[config.mk]
export PLATFORM = sky130hd
export DESIGN_NAME = acc_alu
export DESIGN_NICKNAME = d
export VERILOG_FILES = /design/src/rtl/acc_alu_pkg.sv /design/src/rtl/alu_decode.sv /design/src/rtl/alu_core.sv /design/src/rtl/alu_flag_reg.sv /design/src/rtl/acc_alu.sv
export SDC_FILE = /design/constraint.sdc
export NUM_CORES = 1
export LEC_CHECK = 0
export ABC_CLOCK_PERIOD_IN_PS = 8900
export BUFFER_PORTS_ARGS = -buffer_cell sky130_fd_sc_hd__buf_2
export CAP_MARGIN = 30
export CORE_ASPECT_RATIO = 1.1
export CORE_MARGIN = 1
export CORE_UTILIZATION = 60
export CTS_CLUSTER_SIZE = 8
export DETAILED_ROUTE_END_ITERATION = 8
export PLACE_DENSITY = 0.95
export SETUP_SLACK_MARGIN = 0.1
export SKIP_LAST_GASP = 1
export SYNTH_ARGS = -nofsm -noshare
export SYNTH_HDL_FRONTEND = slang
export SYNTH_HIERARCHICAL = 1
export SYNTH_SLANG_ARGS = --single-unit
[constraint.sdc]
create_clock -name clk -period 8.9 [get_ports clk]
set_clock_uncertainty 0.05 [all_clocks]
set_input_delay 0 -clock clk [delete_from_list [all_inputs] [get_ports clk]]
set_output_delay 0 -clock clk [all_outputs]
set_load 0.05 [all_outputs]
[src/rtl/acc_alu_pkg.sv]
package acc_alu_pkg;

    localparam int FLAG_W = 4;

    typedef enum logic [7:0] {
        OPC_ADD  = 8'h01,
        OPC_ADDC = 8'h05,
        OPC_SUB  = 8'h09,
        OPC_LAND = 8'h0D,
        OPC_AND  = 8'h11,
        OPC_OR   = 8'h15,
        OPC_XOR  = 8'h19,
        OPC_NOT  = 8'h1D,
        OPC_SHL  = 8'h21,
        OPC_SHR  = 8'h25,
        OPC_ROTL = 8'h29,
        OPC_ROTR = 8'h2D,
        OPC_LOR  = 8'h35,
        OPC_COMP = 8'h39,
        OPC_LNOT = 8'h3D
    } opc_e;

    typedef enum logic [3:0] {
        K_ADD, K_ADDC, K_SUB, K_AND, K_OR, K_XOR, K_NOT, K_LAND,
        K_LOR, K_LNOT, K_SHL, K_SHR, K_ROTL, K_ROTR, K_COMP, K_NONE
    } kind_e;

    typedef struct packed {
        logic neg;
        logic carry;
        logic ovfl;
        logic zero;
    } flags_t;

    typedef struct packed {
        kind_e  kind;
        logic   valid;
        flags_t upd;
    } dec_t;

    localparam flags_t UPD_ALL   = '{neg: 1'b1, carry: 1'b1, ovfl: 1'b1, zero: 1'b1};
    localparam flags_t UPD_NZ    = '{neg: 1'b1, carry: 1'b0, ovfl: 1'b0, zero: 1'b1};
    localparam flags_t UPD_NCZ   = '{neg: 1'b1, carry: 1'b1, ovfl: 1'b0, zero: 1'b1};
    localparam flags_t UPD_NONE  = '{neg: 1'b0, carry: 1'b0, ovfl: 1'b0, zero: 1'b0};

    // Signed overflow of an addition from the three sign bits.
    function automatic logic add_ovf(input logic sa, input logic sb, input logic sr);
        return (sa == sb) && (sr != sa);
    endfunction

    // Keep masked-out bits of the old flags, take masked-in bits of the new.
    function automatic flags_t merge_flags(input flags_t old_f, input flags_t new_f,
                                           input flags_t mask);
        return flags_t'((old_f & ~mask) | (new_f & mask));
    endfunction

endpackage

[src/rtl/alu_decode.sv]
module alu_decode
    import acc_alu_pkg::*;
(
    input  logic [7:0] opcode,
    output dec_t       dec
);

    always_comb begin
        dec = '{kind: K_NONE, valid: 1'b0, upd: UPD_NONE};
        case (opcode)
            OPC_ADD:  dec = '{kind: K_ADD,  valid: 1'b1, upd: UPD_ALL};
            OPC_ADDC: dec = '{kind: K_ADDC, valid: 1'b1, upd: UPD_ALL};
            OPC_SUB:  dec = '{kind: K_SUB,  valid: 1'b1, upd: UPD_ALL};
            OPC_COMP: dec = '{kind: K_COMP, valid: 1'b1, upd: UPD_ALL};
            OPC_AND:  dec = '{kind: K_AND,  valid: 1'b1, upd: UPD_NZ};
            OPC_OR:   dec = '{kind: K_OR,   valid: 1'b1, upd: UPD_NZ};
            OPC_XOR:  dec = '{kind: K_XOR,  valid: 1'b1, upd: UPD_NZ};
            OPC_NOT:  dec = '{kind: K_NOT,  valid: 1'b1, upd: UPD_NZ};
            OPC_LAND: dec = '{kind: K_LAND, valid: 1'b1, upd: UPD_NZ};
            OPC_LOR:  dec = '{kind: K_LOR,  valid: 1'b1, upd: UPD_NZ};
            OPC_LNOT: dec = '{kind: K_LNOT, valid: 1'b1, upd: UPD_NZ};
            OPC_SHL:  dec = '{kind: K_SHL,  valid: 1'b1, upd: UPD_NCZ};
            OPC_SHR:  dec = '{kind: K_SHR,  valid: 1'b1, upd: UPD_NCZ};
            OPC_ROTL: dec = '{kind: K_ROTL, valid: 1'b1, upd: UPD_NCZ};
            OPC_ROTR: dec = '{kind: K_ROTR, valid: 1'b1, upd: UPD_NCZ};
            default:  dec = '{kind: K_NONE, valid: 1'b0, upd: UPD_NONE};
        endcase
    end

endmodule

[src/rtl/alu_core.sv]
module alu_core
    import acc_alu_pkg::*;
#(
    parameter int W = 8
) (
    input  kind_e        kind,
    input  logic [W-1:0] a,
    input  logic [W-1:0] b,
    input  logic         cin,
    output logic [W-1:0] res,
    output flags_t       raw
);

    localparam int SW = W + 1;
    localparam logic [W-1:0] ONE   = {{(W-1){1'b0}}, 1'b1};
    localparam logic [W-1:0] TRUEV = '1;

    logic [W-1:0]  neg_b;      // two's complement of b
    logic [W-1:0]  add_b;      // second adder input
    logic          add_cin;
    logic [SW-1:0] sum;
    logic          a_set, b_set;

    // One shared adder serves ADD, ADDC and SUB.
    always_comb begin
        neg_b   = ~b + ONE;
        add_b   = (kind == K_SUB) ? neg_b : b;
        add_cin = (kind == K_ADDC) ? cin : 1'b0;
        sum     = {1'b0, a} + {1'b0, add_b} + {{W{1'b0}}, add_cin};
        a_set   = |a;
        b_set   = |b;
    end

    always_comb begin
        res       = '0;
        raw.carry = 1'b0;
        raw.ovfl  = 1'b0;
        case (kind)
            K_ADD, K_ADDC, K_SUB: begin
                res       = sum[W-1:0];
                raw.carry = sum[W];
                raw.ovfl  = add_ovf(a[W-1], add_b[W-1], sum[W-1]);
            end
            K_COMP: res = neg_b;
            K_AND:  res = a & b;
            K_OR:   res = a | b;
            K_XOR:  res = a ^ b;
            K_NOT:  res = ~a;
            K_LAND: res = (a_set && b_set) ? TRUEV : '0;
            K_LOR:  res = (a_set || b_set) ? TRUEV : '0;
            K_LNOT: res = a_set ? '0 : TRUEV;
            K_SHL: begin
                res       = {a[W-2:0], 1'b0};
                raw.carry = a[W-1];
            end
            K_SHR: begin
                res       = {1'b0, a[W-1:1]};
                raw.carry = a[0];
            end
            K_ROTL: begin
                res       = {a[W-2:0], cin};
                raw.carry = a[W-1];
            end
            K_ROTR: begin
                res       = {cin, a[W-1:1]};
                raw.carry = a[0];
            end
            default: res = '0;
        endcase
        raw.neg  = (kind == K_SHR) ? 1'b0 : res[W-1];
        raw.zero = ~|res;
    end

endmodule

[src/rtl/alu_flag_reg.sv]
module alu_flag_reg
    import acc_alu_pkg::*;
(
    input  logic   clk,
    input  logic   rst,
    input  flags_t raw,
    input  flags_t upd,
    output flags_t nxt,
    output flags_t q
);

    always_comb nxt = merge_flags(q, raw, upd);

    always_ff @(posedge clk) begin
        if (rst) q <= UPD_NONE;
        else     q <= nxt;
    end

endmodule

[src/rtl/acc_alu.sv]
module acc_alu
    import acc_alu_pkg::*;
#(
    parameter int W = 8
) (
    input  logic              clk,
    input  logic              rst,
    input  logic [7:0]        opcode,
    input  logic [W-1:0]      opnd_a,
    input  logic [W-1:0]      opnd_b,
    output logic [W-1:0]      result,
    output logic              acc_we,
    output logic [FLAG_W-1:0] flags_next,
    output logic [FLAG_W-1:0] flags_q
);

    dec_t   dec;
    flags_t raw_f, nxt_f, cur_f;

    alu_decode u_dec (
        .opcode (opcode),
        .dec    (dec)
    );

    alu_core #(.W(W)) u_core (
        .kind (dec.kind),
        .a    (opnd_a),
        .b    (opnd_b),
        .cin  (cur_f.carry),
        .res  (result),
        .raw  (raw_f)
    );

    alu_flag_reg u_flags (
        .clk (clk),
        .rst (rst),
        .raw (raw_f),
        .upd (dec.upd),
        .nxt (nxt_f),
        .q   (cur_f)
    );

    assign acc_we     = dec.valid;
    assign flags_next = nxt_f;
    assign flags_q    = cur_f;

endmodule

==> summary.md, run 1 <==
| Metric | Value |
|---|---|
| Largest register FFs | 4 |
| Unrepaired setup endpoints after global routing | false |
| Layout Nets | 358 |
| Post-synthesis register bit count | 4 |
| Synth top area share | 15.3% |
| First-pass GRT wire length | 9180 um |
| Drt first pass iters | 7 |
| Reg clk slew, reported paths | 40 ps |
| Clk_lat worst skew | 230 ps |
| Num rows | 21 |
| Largest family of logic cells by synthesized area | simple AND/OR/NAND/NOR gates |
| Number of synthesized flops with an enable pin | 0 |
| Layout cell share with drive strength beyond 1 | 23.4% |
| Htree depth | 1 |
| Failing checks | design-rule violations |
| Worst-path cell chain | buf_2 > nor4b_4 > nand2b_1 > nor2_1 > nand3_1 > a31oi_1 > xnor2_1 > ha_1 > o21ai_0 > nor2_1 > a311oi_1 > xor2_1 > o211ai_1 > nor4_2 > mux2_2 > buf_2 |
| Flop pwr share | 14.5% |
| Cells after Synth | 269 |
| CP max-delay cell | nand2b_1 |
| Most frequent cells in the layout | buf_2 (42), ha_1 (25), inv_1 (19), nand2_1 (19), xnor2_1 (15) |
| Multiplexer area fraction after synthesis | 7.90% |
| Postcts setup bufs | 0 |
| Top flop regs | u_flags/q x4 |
| CP endpoint kind | primary output |
| Ys async rst share | 0% |
| Commonest register cell after synthesis | dfxtp_1 |
| Avg Synthesized Cell Area | 7.60 um2 |
| Largest net degree at the start of global routing | 36 |
| Slew Limit Fails | 0 |
| Dpl cell area | 2250 um2 |
| Setup violators final | 0 |
| MaxCap Viol Count | 0 |
| Initial drt markers | 149 |
| Resized cells post-CTS | 0 |
| Via count | 2247 |
| Hold Fails Final Rpt | 0 |
| Vias in the first global route | 2044 |
| Number of buffers created by CTS | 3 |
| Synth Area in Adders | 17.3% |
| Peak VDD IR | 0.0274 mV |
| Synth area leader | ha_1 |
| Hold Crit Class | in -> reg |
| Worst-path fanout max | 27 |
| CTS tree | done |
| Simple-gate share of the synthesized area | 29.6% |
| Clock power share | 17.6% |
| Fmax | 214 MHz |
| Xor and xnor area share after synthesis | 8.14% |
| Sequential share of the synthesized area | 3.92% |
| Int Pwr | 0.0657 mW |
| Net switching power | 0.0603 mW |
| Syn_nets | 322 |
| Most common cell after layout, fill and taps aside | buf_2 |
| Period minus WS final | 4680 ps |
| Core area | 3150 um2 |
| CTS Hold Buffers Added | 1 |
| Antenna Nets Post-Route | 0 |
| Reg with most FFs | u_flags/q |
| Synth Area in Compound Gates | 26.4% |
| Static Leak | 1.08 nW |
| Initial Util | 64.8% |
| CTS Sinks | 4 |
| All-Layer GR Usage | 31.3% |
| Number of remaining DRC errors | 6 |
| Ant. Diodes | 0 |
| Crit Path Category | in -> out |
| Synth warnings | 6 |
| Setup_tns | 0 ps |
| Initial antenna violation count | 0 |
| Tot Pwr | 0.126 mW |
| Distinct cells, synth | 68 |
| Root buffer cell | clkbuf_4 |
| Hold slack | 358 ps |
| Top post-synthesis cells by area | ha_1 (15%), xnor2_1 (6.4%), dfxtp_1 (3.9%) |
| Logic gate share of total power | 67.9% |
| Delay-heaviest family, CP | simple AND/OR/NAND/NOR gates |
| Total gr overflow | 0 |
| Tightest Pin Transition | 863 ps |
| Sw Share | 47.9% |
| Drt wl/cell | 16.8 um |
| Fillers | 237 |
| Final std cell area, no fill | 2290 um2 |
| Die Y | 63.2 um |
| Max incr delay on CP | 540 ps |
| Startpoint Class | input pin |
| Total die area | 3640 um2 |
| Relative slew slack | 42.5% |
| Vias/cell | 6.67 |
| Chip width | 57.6 um |
| I/O Buffers | 42 |
| I/O pins | 43 |
| Arr. time, crit path | 4630 ps |
| Mapped Area | 2040 um2 |
| Required time worst endpoint | 8850 ps |
| Placer Congestion | 0.956 |
| Dpl hpwl | 4460 um |
| Area delta synth->final | 11.9% |
| Crit path buffers/inverters | 2 |
| Routed WL | 5650 um |
| Status | finished, violations left |
| PwrDens | 55.1 nW/um2 |
| Final worst-path cycle share | 52.6% |
| Maximum buffer depth of the clock tree | 2 |
==> worst reg2reg max path, stage by stage, from the launching register on <==
cell     delay [ps]
dfxtp_1         400
nand3_1         120
fa_1            430
inv_1            90
fa_1            420
a32oi_1         190
o32ai_1         140
nor4_1          340
nand4_1         180
nor4_2          200
mux2_2          210
nor2b_4         120
==> power by group through the flow <==
stage / Sequential [mW] / Combinational (mW) / Clock [mW]
finish: 0.0183 / 0.0856 / 0.0222
global route: 0.0183 / 0.0935 / 0.0243
CTS: 0.0183 / 0.0845 / 0.0234
detailed placement: 0.0186 / 0.0839 / 0
global placement: 0.0186 / 0.0817 / 0
floorplan: 0.0192 / 0.0570 / 0
==> synthesized netlist by cell type (4+ instances only) <==
| master | n |
|---|---|
| a211oi_1 | 6 |
| clkbuf_1 | 11 |
| a32oi_1 | 7 |
| nand2b_1 | 7 |
| nor2b_1 | 12 |
| nand2_1 | 19 |
| mux2_2 | 5 |
| ha_1 | 25 |
| o21ai_0 | 9 |
| nand4_1 | 5 |
| nor2_1 | 13 |
| a31oi_1 | 6 |
| mux2i_1 | 6 |
| xnor2_1 | 15 |
| nand3_1 | 10 |
| dfxtp_1 | 4 |
| nor3_1 | 5 |
| a21oi_1 | 7 |
| nor4_1 | 4 |
| xor2_1 | 4 |
| inv_1 | 19 |
==> kinds of logic (layout without fill, tap and decap cells) <==
family	Yosys count	in the layout
AOI/OAI and AO/OA	70	70
xor gates and xnor gates	19	19
adders and majority gates	27	27
buffers and inverters	35	69
DFF	4	4
muxes	14	14
and+or+nand+nor	100	100
==> path summary, 6_finish.rpt <==
| check | from | slack (ps) | to | cells past startpoint |
|---|---|---|---|---|
| max | opcode[7] | 4220 | flags_next[0] | 16 |
| min reg2reg | u_flags/q[0] | 560 | u_flags/q[0] | 2 |
| min | opcode[1] | 360 | u_flags/q[1] | 5 |
| max reg2reg | u_flags/q[2] | 5960 | u_flags/q[0] | 11 |
==> routing by layer <==
layer  share of wire [%]  global-route usage, %
met1                  39                   37.8
met2                  48                   55.7
met3                 9.6                   2.46
met5                   0                      0
met4                 3.0                   12.8
==> through the flow <==
step | setup slack [ps] | util, % | std cells
after floorplan | 4400 | - | 269
after global routing | 3810 | 72.5 | 337
final | 4220 | 72.5 | 337
after global placement | 4510 | 71.5 | 333
after CTS | 4300 | 72.5 | 337
after detailed placement | 4320 | 71.5 | 333
==> cell type report <==
cell class              instances  area [um2]  area share [%]
repair buffers                 46         243            10.6
multi-input cells             230        1820            79.8
clock buffers                   3        22.5           0.985
inverters                      20        75.1            3.28
well taps                      34        42.5            1.86
flip-flops and latches          4        80.1            3.50
No activity file was read; power rests on OpenSTA's default activity.
==> run 2: changes to the inputs <==
--- a/config.mk
+++ b/config.mk
@@ -5,15 +5,15 @@
 export SDC_FILE = /design/constraint.sdc
 export NUM_CORES = 1
 export LEC_CHECK = 0
-export ABC_CLOCK_PERIOD_IN_PS = 8900
+export ABC_CLOCK_PERIOD_IN_PS = 4400
 export BUFFER_PORTS_ARGS = -buffer_cell sky130_fd_sc_hd__buf_2
 export CAP_MARGIN = 30
 export CORE_ASPECT_RATIO = 1.1
 export CORE_MARGIN = 1
-export CORE_UTILIZATION = 60
+export CORE_UTILIZATION = 57
 export CTS_CLUSTER_SIZE = 8
 export DETAILED_ROUTE_END_ITERATION = 8
-export PLACE_DENSITY = 0.95
+export PLACE_DENSITY = 0.91
 export SETUP_SLACK_MARGIN = 0.1
 export SKIP_LAST_GASP = 1
 export SYNTH_ARGS = -nofsm -noshare
==> constraint.sdc (replaced) <==
create_clock -name clk -period 4.4 [get_ports clk]
set_clock_uncertainty 0.05 [all_clocks]
set_input_delay 0 -clock clk [delete_from_list [all_inputs] [get_ports clk]]
set_output_delay 0 -clock clk [all_outputs]
set_load 0.05 [all_outputs]
==> run 2 against run 1 <==
  * The flow now finishes without violations
  * Global-route usage is 0.081 points higher
  * Clock power grew 100%
  * Wire length grew 2.7%
  * Sequential cell count unchanged
  * Power up 100%
  * Hold slack improved by 20 ps
  * Largest cell class unchanged
  * Final area grew 2.1%
  * Critical path type unchanged
==> summary.md, run 2 (same netlist as run 1, synthesis figures left out) <==
| Metric | Value |
|---|---|
| Setup violators final | 0 (unchanged) |
| All-Layer GR Usage | 31.4% (+0.081 points) |
| Arr. time, crit path | 3930 ps (-700 ps) |
| I/O Buffers | 42 (unchanged) |
| R2R setup slack | 1390 ps (-4570 ps) |
| Relative slew slack | 50.4% (+7.9 points) |
| Die Y | 64.8 um (+2.5%) |
| Initial drt markers | 148 (-0.67%) |
| Reg2Reg Capture Point | u_flags/q[0] |
| PwrDens | 110 nW/um2 (+100%) |
| DP Worst Slack | 559 ps (-3760 ps) |
| Hold path cells | 5 (unchanged) |
| Most frequent cells in the layout | buf_2 (42), ha_1 (25), inv_1 (19), nand2_1 (19), xnor2_1 (15) |
| Delay-heaviest family, CP | simple AND/OR/NAND/NOR gates |
| Hold Crit Class | in -> reg |
| Via count | 2241 (-0.27%) |
| Layout cell share with drive strength beyond 1 | 24.8% (+1.4 points) |
| Htree depth | 1 (unchanged) |
| Crit Path Category | in -> out |
| Top flop regs | u_flags/q x4 |
| Crit path buffers/inverters | 4 (+2) |
| Reg with most FFs | u_flags/q |
| Cell total after placement | 350 (+5.1%) |
| Critical Path Stages | 16 (unchanged) |
| First-pass GRT wire length | 9370 um (+2.1%) |
| Largest net degree at the start of global routing | 35 (-2.8%) |
| Reg-to-reg startpoint | u_flags/q[2] |
| Period minus WS final | 3980 ps |
| Ant. Diodes | 0 (unchanged) |
| Antenna Nets Post-Route | 0 (unchanged) |
| Layout Nets | 361 (+0.84%) |
| Fillers | 321 (+35%) |
| Slew Limit Fails | 0 (unchanged) |
| Total gr overflow | 0 (unchanged) |
| Routing usage on met1 | 40.0% (+2.2 points) |
| Drt first pass iters | 4 (-3) |
| Storage element area | 80.1 um2 (unchanged) |
| Multi-input gate area | 1830 um2 (+0.48%) |
| CTS tree | done |
| Max incr delay on CP | 550 ps (about the same) |
| CTS Hold Buffers Added | 1 (unchanged) |
| Postcts setup bufs | 0 (unchanged) |
| Post-route setup slack | 415 ps (-3810 ps) |
| Setup_tns | 0 ps (unchanged) |
| Most used routing layer | met2 |
| Required time worst endpoint | 4350 ps (-4500 ps) |
| Initial antenna violation count | 0 (unchanged) |
| Final worst-path cycle share | 90.6% |
| Tightest Pin Transition | 739 ps (-123 ps) |
| I/O pins | 43 (unchanged) |
| Core area | 3390 um2 (+7.4%) |
| Placer Congestion | 1.02 (+7.1%) |
| Peak VDD IR | 0.0542 mV (+97%) |
| Root buffer cell | clkbuf_4 |
| Critical Path Source | opcode[7] |
| Chip width | 59.1 um (+2.5%) |
| Dpl hpwl | 4540 um (+1.8%) |
| CP max-delay cell | nor4_1 |
| Resized cells post-CTS | 0 (unchanged) |
| MaxCap Viol Count | 0 (unchanged) |
| Vias in the first global route | 2039 (-0.24%) |
| Maximum buffer depth of the clock tree | 2 (unchanged) |
| Fmax | 251 MHz |
| Worst-path cell chain | buf_2 > nor4b_4 > nand2_1 > clkinv_1 > buf_4 > nand3_1 > mux2_2 > fa_1 > xnor2_1 > a2111o_1 > nand3_1 > nor4_1 > nand4_1 > nor4_2 > mux2_2 > buf_2 |
| Num rows | 22 (+4.8%) |
| Number of buffers created by CTS | 3 (unchanged) |
| Initial Util | 60.3% (-4.5 points) |
| Critical Path End | flags_next[0] |
| Worst Reg2Reg Path Length in Cells | 12 (+1) |
| Largest register FFs | 4 (unchanged) |
| Drt wl/cell | 16.4 um (-2.2%) |
| Hold Fails Final Rpt | 0 (unchanged) |
| Static Leak | 1.10 nW (+1.5%) |
| Post-route insts no fill | 354 (+5.0%) |
| Worst-path fanout max | 9 (-67%) |
| Hold Startpoint | opcode[1] |
| Status | finished, final reports clean |
| M2 GR Usage | 54.7% (-0.98 points) |
| Reg clk slew, reported paths | 40 ps (about the same) |
| GR Layer Usage met3 | 0.798% (-1.7 points) |
| Total die area | 3830 um2 (+5.1%) |
| CP endpoint kind | primary output |
| Vias/cell | 6.33 (-5.1%) |
| Area delta synth->final | 14.3% |
| Clk_lat worst skew | 230 ps (about the same) |
| Number of remaining DRC errors | 0 (-6) |
| Unrepaired setup endpoints after global routing | false |
| Startpoint Class | input pin |
| Routed WL | 5810 um (+2.7%) |
| CTS Sinks | 4 (unchanged) |
| Most common cell after layout, fill and taps aside | buf_2 |
## run 2: cell types whose count changed in the layout (fill, tap and decap cells not counted)
cell      delta
a311oi_1     -1
a311oi_2     +1
buf_4        +3
nor2_1       -1
nor2_2       +1
## run 2: metrics by stage
step	hold WS (ps)	utilization, %	instance area [um2]	power, mW
floorplan	14.3	-	2050	0.156
global placement	183	68.0	2300	0.204
detailed placement	184	68.0	2300	0.209
CTS	360	69.0	2340	0.258
global route	397	69.0	2340	0.279
finish	378	69.0	2340	0.257
## run 2: layout make-up
class | count | area share, %
Timing Repair Buffer | 49 | 11.4
Inverter | 20 | 3.21
Clock buffer | 3 | 0.964
Multi-Input combinational cell | 230 | 78.5
Tap cell | 48 | 2.57
Sequential cell | 4 | 3.43
## run 2: worst reg2reg max path, stage by stage (launching register included)
cell and delay, ps:
dfxtp_1 400, nand3_1 130, fa_1 400, inv_1 80, fa_1 240, xnor2_1 150, a2111o_1 150, nand3_1 90
nor4_1 550, nand4_1 210, nor4_2 190, mux2_2 200, nor2b_4 120
## run 2: how the worst min path moves through the flow
| stage | to | slack, ps |
|---|---|---|
| floorplan | u_flags/q[0] | 10 |
| global placement | u_flags/q[0] | 180 |
| detailed placement | u_flags/q[0] | 180 |
| CTS | u_flags/q[1] | 360 |
| global route | u_flags/q[1] | 400 |
| finish | u_flags/q[1] | 380 |
## run 2: power breakdown
part           switching (mW)  internal [mW]  total [mW]
clock network          0.0149         0.0305      0.0455
registers            0.000168         0.0368      0.0370
logic                   0.108         0.0667       0.175
total                   0.123          0.134       0.257
## run 2: routing by layer
layer	routed length, um	vias up
met5	0	-
met4	153	0
met3	467	12
met2	2850	123
li1	-	1079
met1	2330	1027
